$ cat src/rtl/dma_req_pkg.sv
// Shared types for the DMA request logic.
// Assumes a two-bit mode field where code 3 is reserved and treated as no DMA.
package dma_req_pkg;
    typedef enum logic [1:0] {
        MODE_NONE = 2'd0,
        MODE_HALF = 2'd1,
        MODE_FULL = 2'd2,
        MODE_RSVD = 2'd3
    } dma_mode_e;

    // Folds the reserved code onto the no-DMA mode.
    function automatic dma_mode_e decode_mode(input logic [1:0] raw);
        return (raw == 2'd3) ? MODE_NONE : dma_mode_e'(raw);
    endfunction
endpackage

$ cat src/rtl/dma_req_gen.sv
// Request pin generator: drives the two active-low request pins from FIFO
// status or from software bits, depending on the mode.
// Assumes the FIFO status inputs are synchronous to clk. The output is purely
// combinational, so a request drops in the same cycle as its condition.
module dma_req_gen
    import dma_req_pkg::*;
(
    input  logic      clk,
    input  logic      rst_n,
    input  dma_mode_e mode,
    input  logic      rx_en,
    input  logic      tx_en,
    input  logic      rx_not_empty,
    input  logic      tx_not_full,
    input  logic      gpo1,
    input  logic      gpo2,
    output logic      req1_n,
    output logic      req2_n
);
    logic rx_want;
    logic tx_want;

    // Each direction's service condition.
    always_comb begin
        rx_want = rx_en & rx_not_empty;
        tx_want = tx_en & tx_not_full;
    end

    // Pin meaning selected by the mode.
    always_comb begin
        unique case (mode)
            MODE_HALF: begin
                req1_n = ~(rx_want | tx_want);
                req2_n = ~gpo2;
            end
            MODE_FULL: begin
                req1_n = ~rx_want;
                req2_n = ~tx_want;
            end
            default: begin
                req1_n = ~gpo1;
                req2_n = ~gpo2;
            end
        endcase
    end

    p_full_rx_drop_r3: assert property (@(posedge clk) disable iff (!rst_n)
        (mode == MODE_FULL && !rx_not_empty) |-> req1_n);
    p_half_idle_r2: assert property (@(posedge clk) disable iff (!rst_n)
        (mode == MODE_HALF && !rx_en && !tx_en) |-> req1_n);
endmodule

$ cat src/rtl/dma_ack_route.sv
// Acknowledge edge detection and routing: samples the active-low acknowledge
// pins, gives the sampled levels back for software reads, and turns a falling
// acknowledge into a one-cycle FIFO strobe in single-address DMA modes.
// Assumes the acknowledges are already synchronous to clk.
module dma_ack_route
    import dma_req_pkg::*;
#(
    parameter int N_ACK = 2
) (
    input  logic             clk,
    input  logic             rst_n,
    input  dma_mode_e        mode,
    input  logic             single_addr,
    input  logic             rx_en,
    input  logic             tx_en,
    input  logic [N_ACK-1:0] ack_n,
    output logic [N_ACK-1:0] ack_pins,
    output logic             rx_rd,
    output logic             tx_wr
);
    logic [N_ACK-1:0] ack_prev;
    logic [N_ACK-1:0] fall;

    for (genvar i = 0; i < N_ACK; i++) begin : g_ack
        // Sample each acknowledge pin; reset to the idle (high) level.
        always_ff @(posedge clk) begin
            if (!rst_n) ack_prev[i] <= 1'b1;
            else        ack_prev[i] <= ack_n[i];
        end
        // Detect high-at-last-edge, low-now.
        always_comb fall[i] = ack_prev[i] & ~ack_n[i];
    end

    assign ack_pins = ack_prev;

    // Routes the falling edges to the FIFO strobes for the active mode.
    always_comb begin
        rx_rd = 1'b0;
        tx_wr = 1'b0;
        if (single_addr) begin
            unique case (mode)
                MODE_HALF: begin
                    if (rx_en)      rx_rd = fall[0];
                    else if (tx_en) tx_wr = fall[0];
                end
                MODE_FULL: begin
                    rx_rd = fall[0] & rx_en;
                    tx_wr = fall[1] & tx_en;
                end
                default: ;
            endcase
        end
    end

    p_rd_single_r4: assert property (@(posedge clk) disable iff (!rst_n)
        rx_rd |=> !rx_rd);
    p_wr_single_r4: assert property (@(posedge clk) disable iff (!rst_n)
        tx_wr |=> !tx_wr);
    p_half_excl_r5: assert property (@(posedge clk) disable iff (!rst_n)
        (mode == MODE_HALF) |-> !(rx_rd && tx_wr));
    p_none_quiet_r1: assert property (@(posedge clk) disable iff (!rst_n)
        (mode == MODE_NONE) |-> !(rx_rd || tx_wr));
endmodule

$ cat src/rtl/dma_done_ctl.sv
// Done pin control: marks the final transmit load from the done input, and
// holds the open-drain done output enabled for a fixed number of cycles after
// a final receive read or a transmit terminal count.
// Assumes the triggers are single-cycle pulses; a new trigger restarts the hold.
module dma_done_ctl #(
    parameter int DONE_HOLD = 4
) (
    input  logic clk,
    input  logic rst_n,
    input  logic rx_rd,
    input  logic rx_last,
    input  logic tx_wr,
    input  logic tx_tc,
    input  logic done_in_n,
    output logic tx_last,
    output logic done_oe
);
    localparam int CNT_W = $clog2(DONE_HOLD + 1);
    localparam logic [CNT_W-1:0] HOLD_LD = CNT_W'(DONE_HOLD);

    logic [CNT_W-1:0] hold_cnt;
    logic             trig;

    // Events that end a transfer block.
    always_comb begin
        trig    = (rx_rd & rx_last) | tx_tc;
        tx_last = tx_wr & ~done_in_n;
    end

    // Hold counter for the done output enable.
    always_ff @(posedge clk) begin
        if (!rst_n)              hold_cnt <= '0;
        else if (trig)           hold_cnt <= HOLD_LD;
        else if (hold_cnt != '0) hold_cnt <= hold_cnt - 1'b1;
    end

    assign done_oe = (hold_cnt != '0);

    p_done_follow_r9: assert property (@(posedge clk) disable iff (!rst_n)
        trig |=> done_oe);
    p_last_needs_wr_r8: assert property (@(posedge clk) disable iff (!rst_n)
        tx_last |-> tx_wr);
endmodule

$ cat src/rtl/dma_req_ctl.sv
// Top level of the per-channel DMA handshake logic. Joins the request
// generator, the acknowledge router and the done control.
// Assumes every input is synchronous to clk; the FIFOs are outside.
module dma_req_ctl #(
    parameter int DONE_HOLD = 4
) (
    input  logic       clk,
    input  logic       rst_n,
    input  logic [1:0] mode,
    input  logic       single_addr,
    input  logic       rx_en,
    input  logic       tx_en,
    input  logic       rx_not_empty,
    input  logic       tx_not_full,
    input  logic       gpo1,
    input  logic       gpo2,
    input  logic       ack1_n,
    input  logic       ack2_n,
    input  logic       done_in_n,
    input  logic       rx_last,
    input  logic       tx_tc,
    output logic       req1_n,
    output logic       req2_n,
    output logic       rx_rd,
    output logic       tx_wr,
    output logic       tx_last,
    output logic [1:0] ack_pins,
    output logic       done_oe,
    output logic       done_o
);
    import dma_req_pkg::*;

    dma_mode_e mode_d;

    // Decode the raw mode field once for both consumers.
    always_comb mode_d = decode_mode(mode);

    dma_req_gen u_req (
        .clk(clk), .rst_n(rst_n), .mode(mode_d),
        .rx_en(rx_en), .tx_en(tx_en),
        .rx_not_empty(rx_not_empty), .tx_not_full(tx_not_full),
        .gpo1(gpo1), .gpo2(gpo2),
        .req1_n(req1_n), .req2_n(req2_n)
    );

    dma_ack_route #(.N_ACK(2)) u_ack (
        .clk(clk), .rst_n(rst_n), .mode(mode_d),
        .single_addr(single_addr), .rx_en(rx_en), .tx_en(tx_en),
        .ack_n({ack2_n, ack1_n}), .ack_pins(ack_pins),
        .rx_rd(rx_rd), .tx_wr(tx_wr)
    );

    dma_done_ctl #(.DONE_HOLD(DONE_HOLD)) u_done (
        .clk(clk), .rst_n(rst_n),
        .rx_rd(rx_rd), .rx_last(rx_last), .tx_wr(tx_wr), .tx_tc(tx_tc),
        .done_in_n(done_in_n), .tx_last(tx_last), .done_oe(done_oe)
    );

    assign done_o = 1'b0;

    p_strobe_sa_r4: assert property (@(posedge clk) disable iff (!rst_n)
        (rx_rd || tx_wr) |-> single_addr);
    p_ackpins_r7: assert property (@(posedge clk) disable iff (!rst_n)
        1'b1 |=> (ack_pins == $past({ack2_n, ack1_n})));
endmodule

$ cat config.mk
export PLATFORM = sky130hd
export DESIGN_NAME = dma_req_ctl
export DESIGN_NICKNAME = d
export VERILOG_FILES = /design/src/rtl/dma_req_pkg.sv /design/src/rtl/dma_req_gen.sv /design/src/rtl/dma_ack_route.sv /design/src/rtl/dma_done_ctl.sv /design/src/rtl/dma_req_ctl.sv
export SDC_FILE = /design/constraint.sdc
export NUM_CORES = 1
export LEC_CHECK = 0
export ABC_AREA = 0
export BUFFER_PORTS_ARGS = -buffer_cell sky130_fd_sc_hd__buf_4
export CAP_MARGIN = 20
export CORE_AREA = 4 4 41 43
export CTS_BUF_LIST = sky130_fd_sc_hd__clkbuf_8 sky130_fd_sc_hd__clkbuf_16
export DETAILED_ROUTE_END_ITERATION = 16
export DIE_AREA = 0 0 45 47
export GPL_TIMING_DRIVEN = 1
export PLACE_DENSITY = 0.67
export SLEW_MARGIN = 30
export SYNTH_ARGS = -nofsm -noshare
export SYNTH_HDL_FRONTEND = slang
export SYNTH_HIERARCHICAL = 1
export SYNTH_SLANG_ARGS = --single-unit
$ cat constraint.sdc
create_clock -name clk -period 2.1 [get_ports clk]
set_input_delay 0.21 -clock clk [delete_from_list [all_inputs] [get_ports clk]]
set_output_delay 0.21 -clock clk [all_outputs]
set_load 0.02 [all_outputs]
## Yosys cells after proc, flatten, opt, wreduce, memory -nomap -nowiden

Index checks and enable logic that the tools add are counted.

- Bitwise logic cells: 19
- Mux-type cells: 12
- $add $sub $neg: 1
- Reduce and logical (&&, ||, !) cells: 3
- Equality and inequality tests: 3

Operator list:

| kind | number |
|---|---|
| inverter 1 bit | 9 |
| AND 1 bit | 8 |
| two-way mux 1 bit | 6 |
| two-way mux 3 bit | 2 |
| case mux 1 bit (2 select lines) | 3 |
| == test 2 bit (second input constant) | 2 |
| nonzero test 3 bit | 1 |
| subtractor 3 x 1 -> 3 bit (second input constant) | 1 |
| == test 2 x 1 -> 1 bit (second input constant) | 1 |
| two-way mux 2 bit | 1 |
| bitwise OR 1 bit | 2 |
| nonzero test 2 bit | 1 |
| OR reduction 2 bit | 1 |

- Flip-flop bits (word level): 5
- Output and inout bits: 9

## Logic depth before layout (Yosys ltp)

Gate-level depths: netlist of run 1.

- Depth after elaboration: 8
- Depth in mapped cells: 6
- Depth with buffers taken out: 6

## Cells and area by module

Netlist of run 1, hierarchy kept.

By module, submodules not included:

| module | instances | area each (um^2) | seq. area each (um^2) | cells an instance |
|---|---|---|---|---|
| dma_done_ctl | 1 | 177.7 | 60.1 | 19 |
| dma_ack_route | 1 | 136.4 | 40.0 | 14 |
| dma_req_gen | 1 | 82.6 | 0.0 | 10 |
| dma_req_ctl | 1 | 26.3 | 0.0 | 4 |

## Worst setup path before layout of run 1

OpenSTA, ideal clock, no wires.

- Path kind: input to output
- Start: in mode[0]
- End: out tx_last
- Arrival time: 1734 ps
- Cell stages on the path: 6
- Data required time: 1890 ps
- Path buffers: 0
- Setup slack: 156 ps
- Cell sequence: nor2b_1 -> inv_1 -> ha_1 -> nand3b_1 -> a21oi_1 -> nor2b_1

- Cells in the longest elaborated chain, start to end: 6
- Elaborated cells between the ends (all ways): 7

Ends and longest elaborated chain:

| element | line | source |
|---|---|---|
| from (decl) | dma_req_ctl.sv:9 | `input logic [1:0] mode,` |
| == test 2 bit | dma_req_pkg.sv:13 | `return (raw == 2'd3) ? MODE_NONE : dma_mode_e'(raw);` |
| two-way mux 2 bit * | dma_req_pkg.sv:13 |  |
| == test 2 bit / == test 2 x 1 -> 1 bit (equally long branches) | dma_ack_route.sv:41 | `unique case (mode)` |
| case mux 1 bit (2 select lines) * | dma_ack_route.sv:41 |  |
| two-way mux 1 bit * | dma_ack_route.sv:40 | `if (single_addr) begin` |
| via tx_wr | dma_req_ctl.sv:25 | `output logic tx_wr,` |
| AND 1 bit * | dma_done_ctl.sv:27 | `tx_last = tx_wr & ~done_in_n;` |
| to (decl) | dma_req_ctl.sv:26 | `output logic tx_last,` |

Mark *: on every way through the listed nets, which the timed path passes. The rest lies on a longest branch.

## Worst setup path after layout of run 1

- Start: in mode[1]
- End: out tx_last

- Cells in the longest elaborated chain, start to end: 6
- Elaborated cells between the ends (all ways): 7

Ends and longest elaborated chain:

| element | line | source |
|---|---|---|
| == test 2 bit * | dma_req_pkg.sv:13 |  |
| two-way mux 2 bit * | dma_req_pkg.sv:13 |  |
| via mode_d[0] | dma_req_ctl.sv:33 | `dma_mode_e mode_d;` |
| == test 2 bit / == test 2 x 1 -> 1 bit (equally long branches) | dma_ack_route.sv:41 |  |
| case mux 1 bit (2 select lines) * | dma_ack_route.sv:41 |  |
| two-way mux 1 bit * | dma_ack_route.sv:40 |  |
| AND 1 bit * | dma_done_ctl.sv:27 |  |

Marks and branches as above.

==> flow_summary_export.csv, run 1 <==
group,metric,value,unit
yosys,synth_area_leaders,"dfxtp_1 24%, ha_1 21%, inv_1 8.0%",
pwr,total_power,0.3909,mW
yosys,async_flop_share,0,%
worst_setup_path,required,1.89,ns
cts,cts_buffers,3,
hold_path,hold_class,"in2reg",
floorplan,die_h,47,microns
yosys,yosysTopAreaCell,"dfxtp_1",
cts,cts.sinks,5,
placed_design,pre_cts_slack,0.3062,ns
worst_setup_path,timing.rr.end,"u_done/hold_cnt[0]",
final_layout,drive_above_1_share,39.73,%
yosys,ys.flop_type,"dfxtp_1",
worst_setup_path,rr_startpoint,"u_done/hold_cnt[0]",
sta,rsz0062_at_grt,"no",
sta,fmax,567.3,MHz
worst_setup_path,criticalPathCategory,"in2out",
cts,post_cts_buffers,0,
floorplan,dieArea,2115,sq um
drt,wl_per_cell,10.23,microns
yosys,synth_xor_area_share,2.071,%
worst_setup_path,critical_path_arrival,1.55,ns
drt,vias,393,
yosys,synth_edf_count,0,
global_route,gr-usage-met3,7.280,%
yosys,synth_simple_gate_area_share,26.33,%
global_route,busiest_layer,"met2",
yosys,synth_warnings,6,
drt,dr.pass1.iters,2,
drt,routed_wl,900,microns
sta,fin_tns_setup,0,ns
sta,period_minus_slack,1.763,ns
global_route,grt_use_met2,15.82,%
yosys,synth_mux_area_share,2.367,%
drt,drt_drc_violations_left,0,
worst_setup_path,startpoint_type,"input pin",
yosys,syn-cell-area,422.9,sq um
cts,worstSkewPairLatency,0.22,ns
yosys,synthCells,47,
yosys,synth_seq_cells,5,
job,max-cap-violations,0,
worst_setup_path,path_cells,"buf_4 -> nor2b_1 -> inv_1 -> ha_1 -> nand3b_1 -> a21oi_1 -> nor2b_1 -> buf_4",
yosys,synth_top_family_by_area,"simple AND/OR/NAND/NOR gates",
yosys,synth-seq-area-share,23.67,%
worst_setup_path,cp-end-kind,"primary output",
sta,hold_viol_final,0,
global_route,grt_pass1_vias,352,
global_route,overflow,0,
final_layout,fill_cells,142,
sta,timing.final.ws_setup,0.3372,ns
yosys,yosysTopAreaCellShare,23.67,%
yosys,synth_most_common_cell,"inv_1",
worst_setup_path,slowest_stage,"ha_1",
sta,post-route-period-util,83.94,%
final_layout,synthToLayoutAreaGrowth,54.14,%
yosys,synth_commonest_cells,"9 x inv_1, 7 x ha_1, 5 x dfxtp_1",
yosys,synth_compound_area_share,14.20,%
global_route,grt_max_degree,6,
final_layout,final_core_util,50.10,%
placed_design,place.detailed.hpwl,778.6,microns
hold_path,holdPathStages,2,
final_layout,layout.nets,97,
cts,htree_levels,1,
hold_path,hold_start,"ack2_n",
placed_design,place_congestion,0.7151,
yosys,synth-adder-area-share,20.71,%
final_layout,n_antenna_cell,0,
drt,drt_iter0_markers,1,
floorplan,floorplan.initialDensity,32.50,%
floorplan,num_io_pins,25,
worst_setup_path,reg2reg_slack,0.83,ns
cts,clk_path_buf_depth,2,
worst_setup_path,r2r_cells,5,
cts,tritoncts,"done",
global_route,grt_use_total,9.479,%
sta,setup_viol,0,
pwr,max-vdd-ir-drop,0.0004355,V
global_route,use_met1,8.864,%
pwr,leakagePower,0.3349,nW
status,status,"finished clean",
worst_setup_path,cp_slowest_stage_delay,0.31,ns
yosys,syn-num-nets,70,
worst_setup_path,cp_top_family,"simple AND/OR/NAND/NOR gates",
worst_setup_path,crit_fanout,4,
global_route,grt_antenna_before_repair,0,
sta,slew_violations,0,
cts,postCtsHoldBufs,0,
worst_setup_path,cp_num_buf_inv,3,
hold_path,min_to,"u_ack/ack_pins[1]",
drt,vias_per_cell,4.466,
cts,clk_pin_slew_worst_paths,0.04,ns
cts,cts_resized,0,
pwr,power.density,599.6,nW/um^2
sta,skew,0.0002500,ns
global_route,grt_pass1_wl,1386,microns
placed_design,io_buffer_count,23,
yosys,ys_types,22,
drt,ant_nets,0,
cts,root_buffer,"clkbuf_8",
yosys,synth_area_per_cell,8.998,sq um
floorplan,coreArea,1301,sq um
floorplan,num_rows,13,
floorplan,die_w,45,microns
==> logic make-up (layout without fill, tap and decap cells) <==
| group | after synthesis | count (layout) |
|---|---|---|
| xor gates and xnor gates | 1 | 1 |
| other | 1 | 1 |
| muxes | 1 | 1 |
| and+or+nand+nor | 15 | 15 |
| adders and majority gates | 7 | 7 |
| DFF | 5 | 5 |
| AOI/OAI and AO/OA | 7 | 7 |
| buffers and inverters | 10 | 36 |
==> cell type report <==
cell class	instances	area [sq um]	area share (%)
Multi-Input combinational cell	32	281.5	43.19
Timing Repair Buffer	23	172.7	26.49
Sequential cell	5	100.1	15.36
Clock buffer	3	41.29	6.334
Inverter	9	33.78	5.182
Tap cell	15	18.77	2.879
Clock inverter	1	3.754	0.5758
==> worst register-to-register path: cells and delay by family, from the launching register on <==
kind / cells / cell delay, ns
adder cells (fa/ha/maj): 2 / 0.45
flip-flops: 1 / 0.34
AND/OR/NAND/NOR: 1 / 0.17
XOR/XNOR: 1 / 0.14
buffers and inverters: 1 / 0.05
==> cells in the final DEF, fill, tap and decap left out <==
cell	n
a21bo_1	1
a21boi_1	1
a21oi_1	2
a221oi_2	1
a31oi_1	1
and2b_2	1
and3_1	1
and3b_1	1
buf_4	23
clkbuf_8	3
conb_1	1
dfxtp_1	5
ha_1	7
inv_1	10
mux2i_1	1
nand2b_1	3
nand3b_1	3
nand4bb_1	1
nor2_1	1
nor2b_1	3
nor3b_2	1
o2111a_1	1
xnor2_1	1
==> where the power goes <==
part	internal (mW)	switching (mW)	total [mW]
combinational	0.0610	0.0525	0.114
sequential	0.103	0.00440	0.107
clock	0.125	0.0449	0.170
==> how the worst max path moves through the flow <==
| stage | startpoint | to | slack [ns] | depth (start not counted) |
|---|---|---|---|---|
| floorplan | mode[0] | tx_last | 0.16 | 6 |
| finish | mode[1] | tx_last | 0.34 | 8 |
| detailed placement | mode[1] | tx_last | 0.31 | 8 |
| global placement | mode[1] | tx_last | 0.35 | 8 |
| CTS | mode[1] | tx_last | 0.30 | 8 |
| global route | mode[1] | tx_last | 0.20 | 8 |
==> sequential cells by signal, indices dropped and copies added (netlist names) <==
register and flops:
u_ack/ack_pins 2, u_done/hold_cnt 3
==> per-stage QoR <==
stage	cells	cell area [sq um]	hold slack, ns
6_report	88	651.9	0.1861
2_1_floorplan	47	422.9	0.2830
5_1_grt	88	651.9	0.1950
4_1_cts	88	651.9	0.1835
3_3_place_gp	84	606.8	0.4036
3_5_place_dp	84	606.8	0.4096
==> routing by layer <==
metal | share of wire (%) | vias to the layer above | wire (microns)
met5 | 0 | - | 0
met4 | 0.78 | 0 | 7
met3 | 18 | 2 | 163
met2 | 43 | 22 | 388
met1 | 38 | 165 | 340
li1 | - | 204 | -
Note: power is estimated with default switching activity, not from simulation.
==> inputs of run 2 (changes only) <==
Settings changed: PLACE_DENSITY 0.67 to 0.69.
Clock period 2.1 ns to 1.5 ns, I/O delays scaled along.
==> run 2 against run 1 <==
Compared with the run above:
- global-route usage grew 1.3 points
- clock skew grew 0.0015 ns
- highest routed layer is now met3
- design area grew 11%
- sequential share of layout area shrank 1.5 points
- first-iteration DRC count is the same
- final cell count grew 1.1%
- clock power grew 39%
- worst hold slack lost 0.050 ns
- combinational power grew 61%
- critical path depth shrank 1
- core utilization grew 5.4 points
==> flow_summary_export.csv, run 2 (same netlist as run 1, synthesis figures left out) <==
group,metric,value,unit
status,status,"finished clean",
drt,vias,406,
cts,cts.sinks,5,
floorplan,die_h,47,microns
placed_design,place_congestion,0.7223,
drt,wl_per_cell,12.40,microns
global_route,grt_use_total,10.75,%
sta,hold_viol_final,0,
worst_setup_path,cp_num_buf_inv,2,
cts,clk_path_buf_depth,2,
sta,period_minus_slack,1.499,ns
final_layout,mostFrequentLayoutCell,"buf_4",
floorplan,coreArea,1301,sq um
worst_setup_path,cp_slowest_stage_delay,0.29,ns
sta,slew_violations,0,
sta,setup_viol,0,
cts,post_cts_buffers,0,
worst_setup_path,cp_common_cell,"buf_6",
cts,clk_pin_slew_worst_paths,0.03,ns
final_layout,top_register,"u_done/hold_cnt",
drt,vias_per_cell,4.562,
worst_setup_path,critical_path_arrival,1.35,ns
cts,tritoncts,"done",
worst_setup_path,startpoint_type,"input pin",
sta,post-route-period-util,99.95,%
worst_setup_path,crit_start,"mode[0]",
global_route,grt_antenna_before_repair,0,
drt,routed_wl,1104,microns
global_route,use_met1,10.71,%
sta,timing.final.ws_setup,0.0007638,ns
global_route,gr-usage-met3,4.598,%
global_route,busiest_layer,"met2",
pwr,max-vdd-ir-drop,0.0007394,V
cts,root_buffer,"clkbuf_8",
sta,fmax,667.0,MHz
global_route,grt_use_met2,20.90,%
cts,postCtsHoldBufs,0,
worst_setup_path,cp-end-kind,"primary output",
placed_design,place.detailed.hpwl,846.9,microns
pwr,leakagePower,0.3455,nW
drt,ant_nets,0,
final_layout,drive_above_1_share,51.35,%
worst_setup_path,criticalPathCategory,"in2out",
sta,whs,0.1362,ns
cts,cts_buffers,3,
global_route,grt_pass1_wl,1614,microns
floorplan,die_w,45,microns
global_route,grt_max_degree,6,
global_route,grt_pass1_vias,415,
final_layout,layout.nets,98,
worst_setup_path,slowest_stage,"and2b_4",
worst_setup_path,cp_top_family,"simple AND/OR/NAND/NOR gates",
floorplan,dieArea,2115,sq um
sta,fin_tns_setup,0,ns
cts,worstSkewPairLatency,0.22,ns
drt,dr.pass1.iters,5,
final_layout,mostFrequentLayoutCells,"22 x buf_4, 8 x inv_1, 5 x dfxtp_1, 4 x ha_1",
worst_setup_path,path_cells,"buf_6 -> and2b_4 -> ha_4 -> nand3b_1 -> a21oi_4 -> nor2b_4 -> buf_6",
floorplan,num_rows,13,
final_layout,synthToLayoutAreaGrowth,70.71,%
drt,drt_iter0_markers,1,
hold_path,hold_class,"in2reg",
worst_setup_path,rr_startpoint,"u_done/hold_cnt[0]",
hold_path,hold_start,"ack1_n",
drt,drt_drc_violations_left,0,
placed_design,io_buffer_count,23,
final_layout,n_antenna_cell,0,
final_layout,largest_reg_flops,3,
worst_setup_path,crit_fanout,4,
sta,skew,0.001736,ns
floorplan,floorplan.initialDensity,32.50,%
cts,htree_levels,1,
global_route,overflow,0,
floorplan,num_io_pins,25,
worst_setup_path,required,1.35,ns
placed_design,pre_cts_slack,-0.1548,ns
sta,rsz0062_at_grt,"yes",
pwr,power.density,790.8,nW/um^2
job,max-cap-violations,0,
run 2: cell count changes in the layout (fill, tap and decap cells not counted), moves of 2 or more:
cell     previous run  this run
buf_6               0         2
ha_1                7         4
ha_4                0         2
inv_1              10         8
inv_2               0         2
nor2b_1             3         1
nor2b_4             0         2
run 2: cell type report:
| class | instances | area (sq um) |
|---|---|---|
| fillers | 121 | 579.3 |
| multi-input cells | 32 | 336.6 |
| repair buffers | 24 | 187.7 |
| flip-flops and latches | 5 | 100.1 |
| clock buffers | 3 | 41.29 |
| inverters | 9 | 33.78 |
| well taps | 15 | 18.77 |
| clock inverters | 1 | 3.754 |
run 2: worst paths after layout:
path / end / cells after the start / slack, ns
setup / recovery: tx_last / 7 / 0.0008
hold / removal: u_ack/ack_pins[0] / 2 / 0.14
setup reg to reg: u_done/hold_cnt[0] / 5 / 0.29
hold reg to reg: u_done/hold_cnt[1] / 1 / 0.54
run 2: per-layer routing:
layer	vias to the layer above	wire [microns]
li1	208	-
met1	187	420
met2	11	613
met3	0	70
met4	0	0
met5	-	0
run 2: through the flow:
step | power (mW) | std cells | utilization (%) | cell area (sq um)
6_report | 0.5709 | 89 | 55.48 | 721.9
5_1_grt | 0.6070 | 89 | 55.48 | 721.9
4_1_cts | 0.5696 | 89 | 53.94 | 701.9
3_5_place_dp | 0.3187 | 85 | 48.65 | 633.1
2_1_floorplan | 0.2485 | 47 | - | 441.7
3_3_place_gp | 0.3138 | 85 | 48.65 | 633.1
run 2: where the power goes:
group | switching, mW | total [mW] | internal [mW] | leakage, nW
Sequential | 0.00683 | 0.151 | 0.144 | 0.0415
Clock | 0.0620 | 0.237 | 0.175 | 0.0269
Combinational | 0.0849 | 0.183 | 0.0980 | 0.277
run 2: repair_timing:
item,CTS,global route
endpoints found under the setup margin,3,3
pin swaps,1,1
resized for setup,4,6
